[config.mk]
export PLATFORM = sky130hd
export DESIGN_NAME = accCpu
export DESIGN_NICKNAME = d
export VERILOG_FILES = /design/src/rtl/accCpuPkg.sv /design/src/rtl/accCtrl.sv /design/src/rtl/accDatapath.sv /design/src/rtl/accCpu.sv
export SDC_FILE = /design/constraint.sdc
export NUM_CORES = 1
export LEC_CHECK = 0
export BUFFER_PORTS_ARGS = -buffer_cell sky130_fd_sc_hd__buf_2
export CAP_MARGIN = 25
export CORE_MARGIN = 2
export CORE_UTILIZATION = 55
export DETAILED_ROUTE_END_ITERATION = 6
export GPL_ROUTABILITY_DRIVEN = 0
export PLACE_DENSITY_LB_ADDON = 0.3
export SLEW_MARGIN = 40
export SYNTH_ARGS = -nofsm -noshare
export SYNTH_HDL_FRONTEND = slang
export SYNTH_HIERARCHICAL = 1
export SYNTH_SLANG_ARGS = --single-unit
export TNS_END_PERCENT = 50
[constraint.sdc]
create_clock -name clk -period 5.5 [get_ports clk]
set_input_delay 1.1 -clock clk [delete_from_list [all_inputs] [get_ports clk]]
set_output_delay 1.1 -clock clk [all_outputs]
set_load 0.03 [all_outputs]
[src/rtl/accCpuPkg.sv]
package accCpuPkg;

  typedef enum logic [2:0] {
    ST_FETCH    = 3'd0,
    ST_DECODE   = 3'd1,
    ST_INDIRECT = 3'd2,
    ST_OPERAND  = 3'd3,
    ST_EXECUTE  = 3'd4,
    ST_HALTED   = 3'd5
  } cpuState_e;

  localparam logic [3:0] OP_LOAD  = 4'd0;
  localparam logic [3:0] OP_STORE = 4'd1;
  localparam logic [3:0] OP_ADD   = 4'd2;
  localparam logic [3:0] OP_SHL   = 4'd3;
  localparam logic [3:0] OP_JUMP  = 4'd4;
  localparam logic [3:0] OP_HALT  = 4'd15;

  // Strobes from the control unit to the datapath
  typedef struct packed {
    logic marFromPc;
    logic marFromMbr;
    logic marFromRd;
    logic pcInc;
    logic pcLoad;
    logic mbrLoad;
    logic irLoad;
    logic accLoad;
    logic accAdd;
    logic accShl;
    logic memRd;
    logic memWr;
  } ctrlStrobe_t;

  function automatic logic hasAddrField(logic [3:0] op);
    return (op == OP_LOAD) || (op == OP_STORE) || (op == OP_ADD) || (op == OP_JUMP);
  endfunction

  function automatic logic readsOperand(logic [3:0] op);
    return (op == OP_LOAD) || (op == OP_ADD);
  endfunction

endpackage

[src/rtl/accCtrl.sv]
module accCtrl
  import accCpuPkg::*;
#(
  parameter int RD_LATENCY = 1
) (
  input  logic        clk,
  input  logic        rstN,
  input  logic [3:0]  mbrOp,
  input  logic        mbrInd,
  input  logic [3:0]  irOp,
  output ctrlStrobe_t stb,
  output cpuState_e   state
);

  localparam int FETCH_LAST = RD_LATENCY + 1;
  localparam int MEM_LAST   = RD_LATENCY;
  localparam int PHASE_W    = $clog2(FETCH_LAST + 1);

  logic [PHASE_W-1:0] phase, nextPhase;
  cpuState_e          nextState;

  always_ff @(posedge clk or negedge rstN) begin
    if (!rstN) begin
      state <= ST_FETCH;
      phase <= '0;
    end else begin
      state <= nextState;
      phase <= nextPhase;
    end
  end

  always_comb begin
    stb       = '0;
    nextState = state;
    nextPhase = phase + 1'b1;
    case (state)
      ST_FETCH: begin
        if (phase == '0) stb.marFromPc = 1'b1;
        if (phase == PHASE_W'(1)) begin
          stb.memRd = 1'b1;
          stb.pcInc = 1'b1;
        end
        if (phase == PHASE_W'(FETCH_LAST)) begin
          stb.mbrLoad = 1'b1;
          nextState   = ST_DECODE;
          nextPhase   = '0;
        end
      end
      ST_DECODE: begin
        stb.irLoad     = 1'b1;
        stb.marFromMbr = 1'b1;
        nextPhase      = '0;
        if (mbrOp == OP_HALT)                      nextState = ST_HALTED;
        else if (hasAddrField(mbrOp) && mbrInd)    nextState = ST_INDIRECT;
        else if (readsOperand(mbrOp))              nextState = ST_OPERAND;
        else                                       nextState = ST_EXECUTE;
      end
      ST_INDIRECT: begin
        if (phase == '0) stb.memRd = 1'b1;
        if (phase == PHASE_W'(MEM_LAST)) begin
          stb.mbrLoad   = 1'b1;
          stb.marFromRd = 1'b1;
          nextPhase     = '0;
          nextState     = readsOperand(irOp) ? ST_OPERAND : ST_EXECUTE;
        end
      end
      ST_OPERAND: begin
        if (phase == '0) stb.memRd = 1'b1;
        if (phase == PHASE_W'(MEM_LAST)) begin
          stb.mbrLoad = 1'b1;
          nextPhase   = '0;
          nextState   = ST_EXECUTE;
        end
      end
      ST_EXECUTE: begin
        case (irOp)
          OP_LOAD:  stb.accLoad = 1'b1;
          OP_ADD:   stb.accAdd  = 1'b1;
          OP_SHL:   stb.accShl  = 1'b1;
          OP_STORE: stb.memWr   = 1'b1;
          OP_JUMP:  stb.pcLoad  = 1'b1;
          default:  ;
        endcase
        nextState = ST_FETCH;
        nextPhase = '0;
      end
      ST_HALTED: begin
        nextPhase = '0;
      end
      default: begin
        nextState = ST_FETCH;
        nextPhase = '0;
      end
    endcase
  end


  decode_after_fetch_chk: assert property (@(posedge clk) disable iff (!rstN)
    (state == ST_DECODE) |-> ($past(state) == ST_FETCH));


  no_rd_wr_overlap_chk: assert property (@(posedge clk) disable iff (!rstN)
    !(stb.memRd && stb.memWr));


  halt_sticky_chk: assert property (@(posedge clk) disable iff (!rstN)
    (state == ST_HALTED) |=> (state == ST_HALTED));


  halt_quiet_chk: assert property (@(posedge clk) disable iff (!rstN)
    (state == ST_HALTED) |-> (!stb.memRd && !stb.memWr));

endmodule

[src/rtl/accDatapath.sv]
module accDatapath
  import accCpuPkg::*;
#(
  parameter int DATA_W = 32,
  parameter int ADDR_W = 24
) (
  input  logic              clk,
  input  logic              rstN,
  input  ctrlStrobe_t       stb,
  input  logic [DATA_W-1:0] memRdData,
  output logic [ADDR_W-1:0] memAddr,
  output logic [DATA_W-1:0] memWrData,
  output logic [3:0]        mbrOp,
  output logic              mbrInd,
  output logic [3:0]        irOp
);

  localparam int OP_MSB  = DATA_W - 1;
  localparam int IND_BIT = DATA_W - 5;
  localparam int PC_STEP = DATA_W / 8;

  logic [ADDR_W-1:0] pc, mar;
  logic [DATA_W-1:0] mbr, ir, acc;

  always_ff @(posedge clk or negedge rstN) begin
    if (!rstN) begin
      pc  <= '0;
      mar <= '0;
      mbr <= '0;
      ir  <= '0;
      acc <= '0;
    end else begin
      if (stb.marFromPc)       mar <= pc;
      else if (stb.marFromMbr) mar <= mbr[ADDR_W-1:0];
      else if (stb.marFromRd)  mar <= memRdData[ADDR_W-1:0];

      if (stb.pcInc)       pc <= pc + ADDR_W'(PC_STEP);
      else if (stb.pcLoad) pc <= mar;

      if (stb.mbrLoad) mbr <= memRdData;
      if (stb.irLoad)  ir  <= mbr;

      if (stb.accLoad)     acc <= mbr;
      else if (stb.accAdd) acc <= acc + mbr;
      else if (stb.accShl) acc <= {acc[DATA_W-2:0], 1'b0};
    end
  end

  assign memAddr   = mar;
  assign memWrData = acc;
  assign mbrOp     = mbr[OP_MSB -: 4];
  assign mbrInd    = mbr[IND_BIT];
  assign irOp      = ir[OP_MSB -: 4];

  logic unusedBits;
  assign unusedBits = ^{ir[IND_BIT:0], mbr[IND_BIT-1:ADDR_W]};


  pc_step_chk: assert property (@(posedge clk) disable iff (!rstN)
    stb.pcInc |=> (pc == $past(pc) + ADDR_W'(PC_STEP)));


  jump_target_chk: assert property (@(posedge clk) disable iff (!rstN)
    stb.pcLoad |=> (pc == $past(mar)));


  indirect_low_bits_chk: assert property (@(posedge clk) disable iff (!rstN)
    stb.marFromRd |=> (memAddr == $past(memRdData[ADDR_W-1:0])));


  shift_double_chk: assert property (@(posedge clk) disable iff (!rstN)
    stb.accShl |=> (memWrData == {$past(memWrData[DATA_W-2:0]), 1'b0}));

endmodule

[src/rtl/accCpu.sv]
module accCpu
  import accCpuPkg::*;
#(
  parameter int DATA_W     = 32,
  parameter int ADDR_W     = 24,
  parameter int RD_LATENCY = 1
) (
  input  logic              clk,
  input  logic              rstN,
  output logic [ADDR_W-1:0] memAddr,
  output logic              memRdReq,
  output logic              memWrReq,
  output logic [DATA_W-1:0] memWrData,
  input  logic [DATA_W-1:0] memRdData,
  output logic [2:0]        state,
  output logic              halted
);

  ctrlStrobe_t stb;
  cpuState_e   ctrlState;
  logic [3:0]  mbrOp, irOp;
  logic        mbrInd;

  accCtrl #(.RD_LATENCY(RD_LATENCY)) i_ctrl (
    .clk    (clk),
    .rstN   (rstN),
    .mbrOp  (mbrOp),
    .mbrInd (mbrInd),
    .irOp   (irOp),
    .stb    (stb),
    .state  (ctrlState)
  );

  accDatapath #(.DATA_W(DATA_W), .ADDR_W(ADDR_W)) i_dp (
    .clk       (clk),
    .rstN      (rstN),
    .stb       (stb),
    .memRdData (memRdData),
    .memAddr   (memAddr),
    .memWrData (memWrData),
    .mbrOp     (mbrOp),
    .mbrInd    (mbrInd),
    .irOp      (irOp)
  );

  assign memRdReq = stb.memRd;
  assign memWrReq = stb.memWr;
  assign state    = ctrlState;
  assign halted   = (ctrlState == ST_HALTED);

endmodule

==> results.yml, run 1 <==
status:
  status: "completed"
critical_path:
  cp.required_ns: 5.80
  critPathCaptureType: "flop"
  r2r_end: "i_dp/memWrData[16]"
  r2r_slack_ns: 2.16
  worstPathMaxFanout: 46
  crit_arrival_ns: 3.64
  reg2reg_from: "i_ctrl/state[2]"
  cp-start-kind: "flop"
  worstRegToRegCells: 9
  worstSetupPathType: "reg2reg"
global_routing:
  antenna_found_initial: 0
  grt_pass1_wl_mm: 32.88
  overflow: 0
  grt_max_degree: 50
  grtUsageTotal_pct: 28.45
  grt_pass1_vias: 6202
sta:
  drv_slew: 0
  fmax_mhz: 299.1
  fin_worst_skew_ns: 0.009824
  setup_viol: 0
  fin_crit_ns: 3.344
  tightest_slew_ns: 0.6946
  grt_setup_unrepaired: "no"
  period_share_pct: 60.79
  holdWs_ns: 0.4766
  hold_violations: 0
  tns_ns: 0
  relSlewSlack_pct: 53.58
yosys:
  synthTopCellsByArea: "dfrtp_1, mux2i_1, a21oi_1, ha_1, mux2_2"
  syn_nets: 919
  yosys_warnings: 6
  yosysUniqueCellTypes: 73
  synth-seq-cells: 121
  syn_area_mm2: 0.007761
  synth_ff_type: "dfrtp_1"
  synth_top_cells_by_count: "dfrtp_1, a21oi_1, nand2_1, nor2_1, o21ai_0"
  synthCells: 852
  synth_top_area_share_pct: 39.01
  yosysSeqAreaShare_pct: 39.01
  async_flop_share_pct: 100.0
  avgSynthCellArea_um2: 9.109
  synth-edff-count: 0
  yosysMostFrequentCell: "dfrtp_1"
  yosysTopAreaCell: "dfrtp_1"
pwr:
  vdd_ir_drop_max_mv: 0.4304
  power_density_mw_per_mm2: 730.2
  internal_power_w: 0.003416
  pwr-share-clk_pct: 17.5
  switching_share_pct: 47.73
  combPwrFrac_pct: 53.3
  p_sw_w: 0.003119
  p_leak_nw: 3.897
  seqPwrFrac_pct: 29.2
drt:
  first_iter_violations: 569
  vias: 6879
  ant_nets: 0
  finalWirelength_mm: 20.96
  drc: 0
  wire_per_inst_um: 18.75
  routed_via_density: 6.153
  firstDrtPassIters: 5
finish:
  n_fill_cell: 1151
  num_antenna_cells: 0
  layout-drive-gt1-share_pct: 21.64
  fin_nets: 993
  utilization_pct: 64.73
  final_area_mm2: 0.008950
  syn_to_final_growth_pct: 15.32
cts:
  clk_pin_slew_worst_paths_ns: 0.06
  cts.hold.buffers_added: 0
  postCtsSetupRepairBufs: 0
  cts_htree_levels: 4
  cts.sinks: 121
  numCtsBuffers: 17
  cts_tree: "yes"
  cts.root.buffer_cell: "clkbuf_16"
  clockBufferDepth: 2
  insertion_delay_ns: 0.43
  cts_resized: 0
hold_path:
  worstHoldStart: "i_dp/pc[1]"
  whs_path_depth: 2
  hold_class: "reg2reg"
  min_to: "i_dp/pc[1]"
floorplanning:
  start_util_pct: 56.13
  core_mm2: 0.01383
  rows: 43
  io_pins: 96
  dieArea_mm2: 0.01508
  die_h_um: 122.8
  die-width_um: 122.8
placement:
  place_area_mm2: 0.008346
  hpwl_mm: 14.36
  io_buffer_count: 95
run:
  max_cap_viol_count: 0
per-layer routing:
layer | global-route usage (%) | up-vias | share of wire [%]
met5 | 0 | - | 0
met4 | 9.195 | 0 | 1.3
met3 | 4.414 | 25 | 5.8
met2 | 45.17 | 241 | 48
met1 | 39.93 | 3353 | 45
li1 | - | 3260 | -
cell usage in the layout, fill, tap and decap left out, types with 4 or more instances in the layout:
master | netlist | layout
dfrtp_1 | 121 | 121
buf_2 | 1 | 94
nand2_1 | 84 | 84
a21oi_1 | 84 | 83
nor2_1 | 84 | 82
o21ai_0 | 66 | 66
mux2i_1 | 48 | 48
mux2_2 | 34 | 34
ha_1 | 32 | 32
a211oi_1 | 23 | 23
inv_1 | 23 | 23
clkbuf_16 | 0 | 17
nand3_1 | 17 | 17
xnor2_1 | 17 | 17
nor3_1 | 16 | 16
xor2_1 | 14 | 14
o22ai_1 | 11 | 11
buf_4 | 9 | 10
nand4_1 | 8 | 8
a21o_1 | 8 | 8
a311oi_1 | 8 | 8
nor2b_1 | 7 | 6
clkinvlp_4 | 0 | 5
nand2b_1 | 5 | 5
o21bai_1 | 5 | 5
a31oi_1 | 5 | 5
and3_1 | 5 | 5
clkinv_4 | 0 | 4
or3_1 | 4 | 4
a21oi_2 | 4 | 4
worst max-delay path by stage:
stage / cells after the start / startpoint / slack [ns] / to
floorplan: 4 / i_ctrl/state[0] / 2.51 / memWrReq
global placement: 5 / i_ctrl/state[2] / 2.22 / i_dp/pc[6]
detailed placement: 9 / i_ctrl/state[2] / 2.25 / i_dp/memWrData[16]
CTS: 9 / i_ctrl/state[2] / 2.21 / i_dp/memWrData[16]
global route: 9 / i_ctrl/state[2] / 1.95 / i_dp/memWrData[16]
finish: 9 / i_ctrl/state[2] / 2.16 / i_dp/memWrData[16]
flip-flops by register name (all words and copies together), names as in the netlist:
signal,flops
i_dp/pc,24
i_dp/mbr,32
i_dp/memAddr,24
i_ctrl/state,3
i_ctrl/phase,2
i_dp/memWrData,32
i_dp/ir,4
power by group through the flow:
stage	logic [W]	registers, W	clock network [W]
final	0.00348	0.00191	0.00115
after global routing	0.00385	0.00195	0.00120
after CTS	0.00345	0.00189	0.00116
after detailed placement	0.00340	0.00190	0
after global placement	0.00333	0.00189	0
after floorplan	0.00241	0.00203	0
critical path, stage by stage (launching register included):
cell and delay (ns):
dfrtp_1 0.70, nand2b_1 0.16, or3_1 0.46, nor4b_4 0.28, buf_4 0.48, or2_2 0.35
nor2_2 0.19, or4_1 0.45, o221ai_1 0.09, a21oi_1 0.06
cell families after synthesis:
family                     count (synthesis)  share of synthesized area, %
AOI/OAI and AO/OA                        258                         21.28
xor gates and xnor gates                  31                         3.498
adders and majority gates                 34                         5.562
buffers and inverters                     74                         4.643
DFF                                      121                         39.01
muxes                                     82                         11.12
and+or+nand+nor                          252                         14.88
final cells by class:
class / instances / area (um^2) / area share (%)
clock inverters: 14 / 176.4 / 1.971
multi-input cells: 657 / 4444 / 49.66
flip-flops and latches: 121 / 3028 / 33.83
well taps: 180 / 225.2 / 2.516
inverters: 24 / 90.09 / 1.007
clock buffers: 17 / 425.4 / 4.753
repair buffers: 105 / 560.5 / 6.263
per-stage QoR:
step | cells | worst slack (ns) | power, W
floorplan | 852 | 2.509 | 0.004436
global placement | 1086 | 2.222 | 0.005218
detailed placement | 1087 | 2.247 | 0.005304
CTS | 1118 | 2.205 | 0.006501
global route | 1118 | 1.951 | 0.006993
finish | 1118 | 2.156 | 0.006535
(Power assumes the default switching activity.)
==> run 2: changes to the inputs <==
--- a/config.mk
+++ b/config.mk
@@ -8,7 +8,7 @@
 export BUFFER_PORTS_ARGS = -buffer_cell sky130_fd_sc_hd__buf_2
 export CAP_MARGIN = 25
 export CORE_MARGIN = 2
-export CORE_UTILIZATION = 55
+export CORE_UTILIZATION = 53
 export DETAILED_ROUTE_END_ITERATION = 6
 export GPL_ROUTABILITY_DRIVEN = 0
 export PLACE_DENSITY_LB_ADDON = 0.3
==> constraint.sdc (replaced) <==
create_clock -name clk -period 2.7 [get_ports clk]
set_input_delay 0.54 -clock clk [delete_from_list [all_inputs] [get_ports clk]]
set_output_delay 0.54 -clock clk [all_outputs]
set_load 0.03 [all_outputs]
==> results.yml, run 2 (synthesis results as in run 1) <==
finish:
  layout-drive-gt1-share_pct: 26.20
  final_area_mm2: 0.009433
  final_cells: 1161
  utilization_pct: 65.40
  final_common_cell: "dfrtp_1"
  num_antenna_cells: 0
  fin_nets: 1031
  syn_to_final_growth_pct: 21.54
  final_cell_mix: "dfrtp_1, buf_2, nand2_1"
drt:
  vias: 7077
  routed_via_density: 6.096
  finalWirelength_mm: 22.14
  ant_nets: 0
  wire_per_inst_um: 19.07
  first_iter_violations: 517
  drc: 0
  firstDrtPassIters: 7
critical_path:
  crit_family: "compound AO/OA/AOI/OAI gates"
  r2r_end: "i_dp/memWrData[30]"
  crit_arrival_ns: 2.97
  cp.buffers_inverters: 0
  cpMaxStageDelayCell: "dfrtp_2"
  cp.depth: 11
  r2r_slack_ns: 0.06
  critPathCaptureType: "flop"
  worstSetupPathType: "reg2reg"
  cp.required_ns: 3.03
  worstPathMaxFanout: 4
  crit_chain: "ha_4 -> fa_2 -> a21oi_2 -> o2111ai_2 -> a31o_4 -> a211oi_2 -> nor2_2 -> nand4_1 -> a31oi_1 -> xnor2_1 -> a221oi_2"
  reg2reg_from: "i_dp/memWrData[0]"
  critical-path-max-stage-delay_ns: 0.43
  worstRegToRegCells: 11
  cp-start-kind: "flop"
global_routing:
  grt_max_degree: 49
  grtUsageTotal_pct: 28.54
  overflow: 0
  grt_pass1_wl_mm: 35.54
  grt_pass1_vias: 6885
  antenna_found_initial: 1
floorplanning:
  core_mm2: 0.01442
  io_pins: 96
  die_h_um: 125.0
  rows: 44
  die-width_um: 125.0
  start_util_pct: 53.81
  dieArea_mm2: 0.01563
sta:
  tightest_slew_ns: 0.5741
  drv_slew: 0
  grt_setup_unrepaired: "yes"
  holdWs_ns: 0.08302
  setup_viol: 0
  period_share_pct: 97.82
  fin_crit_ns: 2.641
  fmax_mhz: 378.6
  fin_worst_skew_ns: 0.005784
  hold_violations: 0
  relSlewSlack_pct: 61.43
cts:
  cts.hold.buffers_added: 0
  cts.sinks: 121
  cts_htree_levels: 4
  cts_tree: "yes"
  insertion_delay_ns: 0.43
  clk_pin_slew_worst_paths_ns: 0.06
  cts.root.buffer_cell: "clkbuf_16"
  numCtsBuffers: 17
  clockBufferDepth: 2
pwr:
  power_density_mw_per_mm2: 1499
  vdd_ir_drop_max_mv: 0.7598
  p_leak_nw: 4.139
  p_total_w: 0.01414
status:
  status: "completed"
placement:
  io_buffer_count: 95
  place_area_mm2: 0.008661
  dp_cells: 1126
  hpwl_mm: 15.46
run:
  max_cap_viol_count: 0
hold_path:
  hold_class: "in2async"
-- run 2: cell count changes in the layout (fill, tap and decap cells not counted), moves of 5 or more --
cell    previous run  this run
buf_12             0         5
buf_4             10        44
inv_6              1         6
ha_1              32        27
-- run 2: area by class of cell --
| type | count | area [um^2] |
|---|---|---|
| timing repair buffer | 143 | 900.9 |
| tap | 184 | 230.2 |
| inverter | 24 | 90.09 |
| multi-input combinational | 657 | 4522 |
| clock buffer | 17 | 425.4 |
| clock inverter | 15 | 235.2 |
| sequential | 121 | 3029 |
| fill | 1199 | 4991 |
-- run 2: worst max-delay path by stage --
stage	startpoint	end
2_1_floorplan	i_ctrl/state[0]	i_dp/memWrData[16]
3_3_place_gp	i_dp/memWrData[0]	i_dp/memWrData[30]
3_5_place_dp	i_dp/memWrData[0]	i_dp/memWrData[16]
4_1_cts	i_dp/memWrData[0]	i_dp/memWrData[30]
5_1_grt	i_dp/memWrData[16]	i_dp/memWrData[30]
6_report	i_dp/memWrData[0]	i_dp/memWrData[30]
-- run 2: routing by layer --
layer  wire length [um]  GRT usage (%)  share of wire (%)
met5                  7              0              0.032
met4                697          11.37                3.1
met3               1166          6.932                5.3
met2              10820          46.77                 49
met1               9452          36.58                 43
-- run 2: metrics by stage --
stage	setup TNS, ns	setup WS, ns
after CTS	0	0.02730
after global routing	-0.1590	-0.05299
after global placement	0	0.03567
after floorplan	0	0.004447
after detailed placement	-0.05086	-0.03729
final	0	0.05895
-- run 2: worst reg2reg max path, stage by stage, from the launching register on --
cell and delay, ns:
dfrtp_2 0.43, ha_4 0.17, fa_2 0.38, a21oi_2 0.16, o2111ai_2 0.14, a31o_4 0.28
a211oi_2 0.21, nor2_2 0.10, nand4_1 0.15, a31oi_1 0.11, xnor2_1 0.15, a221oi_2 0.26
-- run 2: where the power goes --
group	internal [W]	leakage, nW	switching (W)
combinational	0.00323	2.33	0.00459
sequential	0.00268	1.49	0.00107
clock	0.00166	0.316	0.000914
-- run 2: timing repair --
item / CTS / global route
buffers inserted: 0 / 3
endpoints found under the setup margin: 4 / 10
gates resized for setup: 2 / 14
pin swaps: 3 / 13
==> run 3: changes to the inputs <==
--- a/config.mk
+++ b/config.mk
@@ -5,11 +5,13 @@
 export SDC_FILE = /design/constraint.sdc
 export NUM_CORES = 1
 export LEC_CHECK = 0
-export BUFFER_PORTS_ARGS = -buffer_cell sky130_fd_sc_hd__buf_2
 export CAP_MARGIN = 25
+export CELL_PAD_IN_SITES_DETAIL_PLACEMENT = 1
+export CELL_PAD_IN_SITES_GLOBAL_PLACEMENT = 1
 export CORE_MARGIN = 2
-export CORE_UTILIZATION = 53
+export CORE_UTILIZATION = 45
 export DETAILED_ROUTE_END_ITERATION = 6
+export DONT_BUFFER_PORTS = 1
 export GPL_ROUTABILITY_DRIVEN = 0
 export PLACE_DENSITY_LB_ADDON = 0.3
 export SLEW_MARGIN = 40
==> results.yml, run 3 (synthesis results as in run 1) <==
finish:
  regArea_mm2: 0.003029
  utilization_pct: 53.83
  n_fill_cell: 1963
  fin_nets: 971
  multiInputGateArea_mm2: 0.004574
  final_common_cell: "dfrtp_1"
  syn_to_final_growth_pct: 18.30
  num_antenna_cells: 0
  layout-drive-gt1-share_pct: 22.14
  final_cell_mix: "dfrtp_1, nand2_1, nor2_1, a21oi_1, buf_4"
pwr:
  switching_share_pct: 49.28
  p_sw_w: 0.006953
  seqPwrFrac_pct: 28.5
  power_density_mw_per_mm2: 1537
  p_leak_nw: 3.854
  p_total_w: 0.01411
  combPwrFrac_pct: 56.5
  pwr-share-clk_pct: 15.0
  vdd_ir_drop_max_mv: 0.7086
  internal_power_w: 0.007156
drt:
  drc: 0
  first_iter_violations: 389
  firstDrtPassIters: 5
  wire_per_inst_um: 22.48
  ant_nets: 0
  routed_via_density: 6.057
  vias: 6917
  finalWirelength_mm: 25.67
critical_path:
  cp-start-kind: "flop"
  critPathCaptureType: "flop"
  worstPathMaxFanout: 3
  cp.required_ns: 3.00
  worstSetupPathType: "reg2reg"
  crit_arrival_ns: 3.00
placement:
  io_buffer_count: 0
  preCtsSetupSlack_ns: -0.1215
  hpwl_mm: 18.43
sta:
  drv_slew: 0
  hold_violations: 121
  tightest_slew_ns: 0.5392
  setup_viol: 2
  holdWs_ns: -0.1916
  grt_setup_unrepaired: "yes"
  setup_ws_ns: -0.002725
  fin_crit_ns: 2.703
  relSlewSlack_pct: 63.67
  fmax_mhz: 370.0
  fin_worst_skew_ns: 0.007804
  period_share_pct: 100.1
global_routing:
  grt_pass1_vias: 7526
  grtUsageTotal_pct: 28.85
  grt_pass1_wl_mm: 40.65
  grt_max_degree: 122
  antenna_found_initial: 0
  overflow: 0
floorplanning:
  die_h_um: 135.3
  dieArea_mm2: 0.01831
  start_util_pct: 45.50
  rows: 48
  io_pins: 96
  die-width_um: 135.3
  core_mm2: 0.01706
cts:
  numCtsBuffers: 17
  cts_htree_levels: 4
  insertion_delay_ns: 0.43
  clk_pin_slew_worst_paths_ns: 0.06
  cts.sinks: 121
  cts_tree: "yes"
  clockBufferDepth: 2
  cts.root.buffer_cell: "clkbuf_16"
status:
  status: "complete, but fails checks"
  violations: "negative hold slack, negative setup slack"
hold_path:
  hold_class: "in2async"
run:
  max_cap_viol_count: 0
[run 3: repair_timing]
action,in CTS,in global routing
gates resized for setup,6,21
pin swaps,8,11
endpoints found under the setup margin,6,14
gates cloned,0,0
buffers inserted,2,2
endpoints found under the hold margin,121,121
[run 3: worst max-delay path, stage by stage (launching register included)]
cell	delay, ns
dfrtp_2	0.43
ha_4	0.17
fa_2	0.36
a21oi_2	0.19
o2111ai_2	0.14
a31o_4	0.27
a21oi_2	0.15
nand2_1	0.10
a211oi_2	0.31
xnor2_1	0.14
a211oi_1	0.23
a21oi_1	0.07
[run 3: worst paths after layout]
kind / startpoint / endpoint / slack (ns) / depth (start not counted)
setup / recovery: i_dp/memWrData[0] / i_dp/memWrData[18] / -0.003 / 11
hold / removal: rstN / i_dp/memWrData[16] / -0.19 / 0
setup reg to reg: i_dp/memWrData[0] / i_dp/memWrData[18] / -0.003 / 11
hold reg to reg: i_dp/pc[0] / i_dp/pc[0] / 0.48 / 2
max in group asynchronous: rstN / i_dp/pc[21] / 2.69 / 0
min in group clk: memRdData[14] / i_dp/mbr[14] / 0.23 / 2
[run 3: routing by layer]
layer	global-route usage (%)	wire length (um)	vias to the layer above
met4	16.20	1401	0
met2	47.91	12440	207
met1	33.44	10250	3437
li1	-	-	3207
met5	0	0	-
met3	8.418	1586	66
[run 3: power groups by stage]
stage	clock network [W]	registers, W	logic [W]
global placement	0	0.00395	0.00712
finish	0.00212	0.00402	0.00797
detailed placement	0	0.00401	0.00747
CTS	0.00215	0.00400	0.00765
global route	0.00224	0.00413	0.00871
floorplan	0	0.00413	0.00491
[run 3: cell type report]
cell class,instances,share of cell area (%)
Clock buffer,17,4.633
Clock inverter,15,1.308
Inverter,24,0.9812
Multi-Input combinational cell,657,49.82
Sequential cell,121,32.99
Tap cell,225,3.066
Timing Repair Buffer,83,7.195
[run 3: through the flow]
stage | TNS (ns) | instance area (um^2) | std cells
after floorplan | 0 | 7766 | 852
after global placement | 0 | 8464 | 1106
after detailed placement | -0.3469 | 8464 | 1106
after CTS | -0.004144 | 9054 | 1140
after global routing | -0.5792 | 9181 | 1142
final | -0.003560 | 9181 | 1142
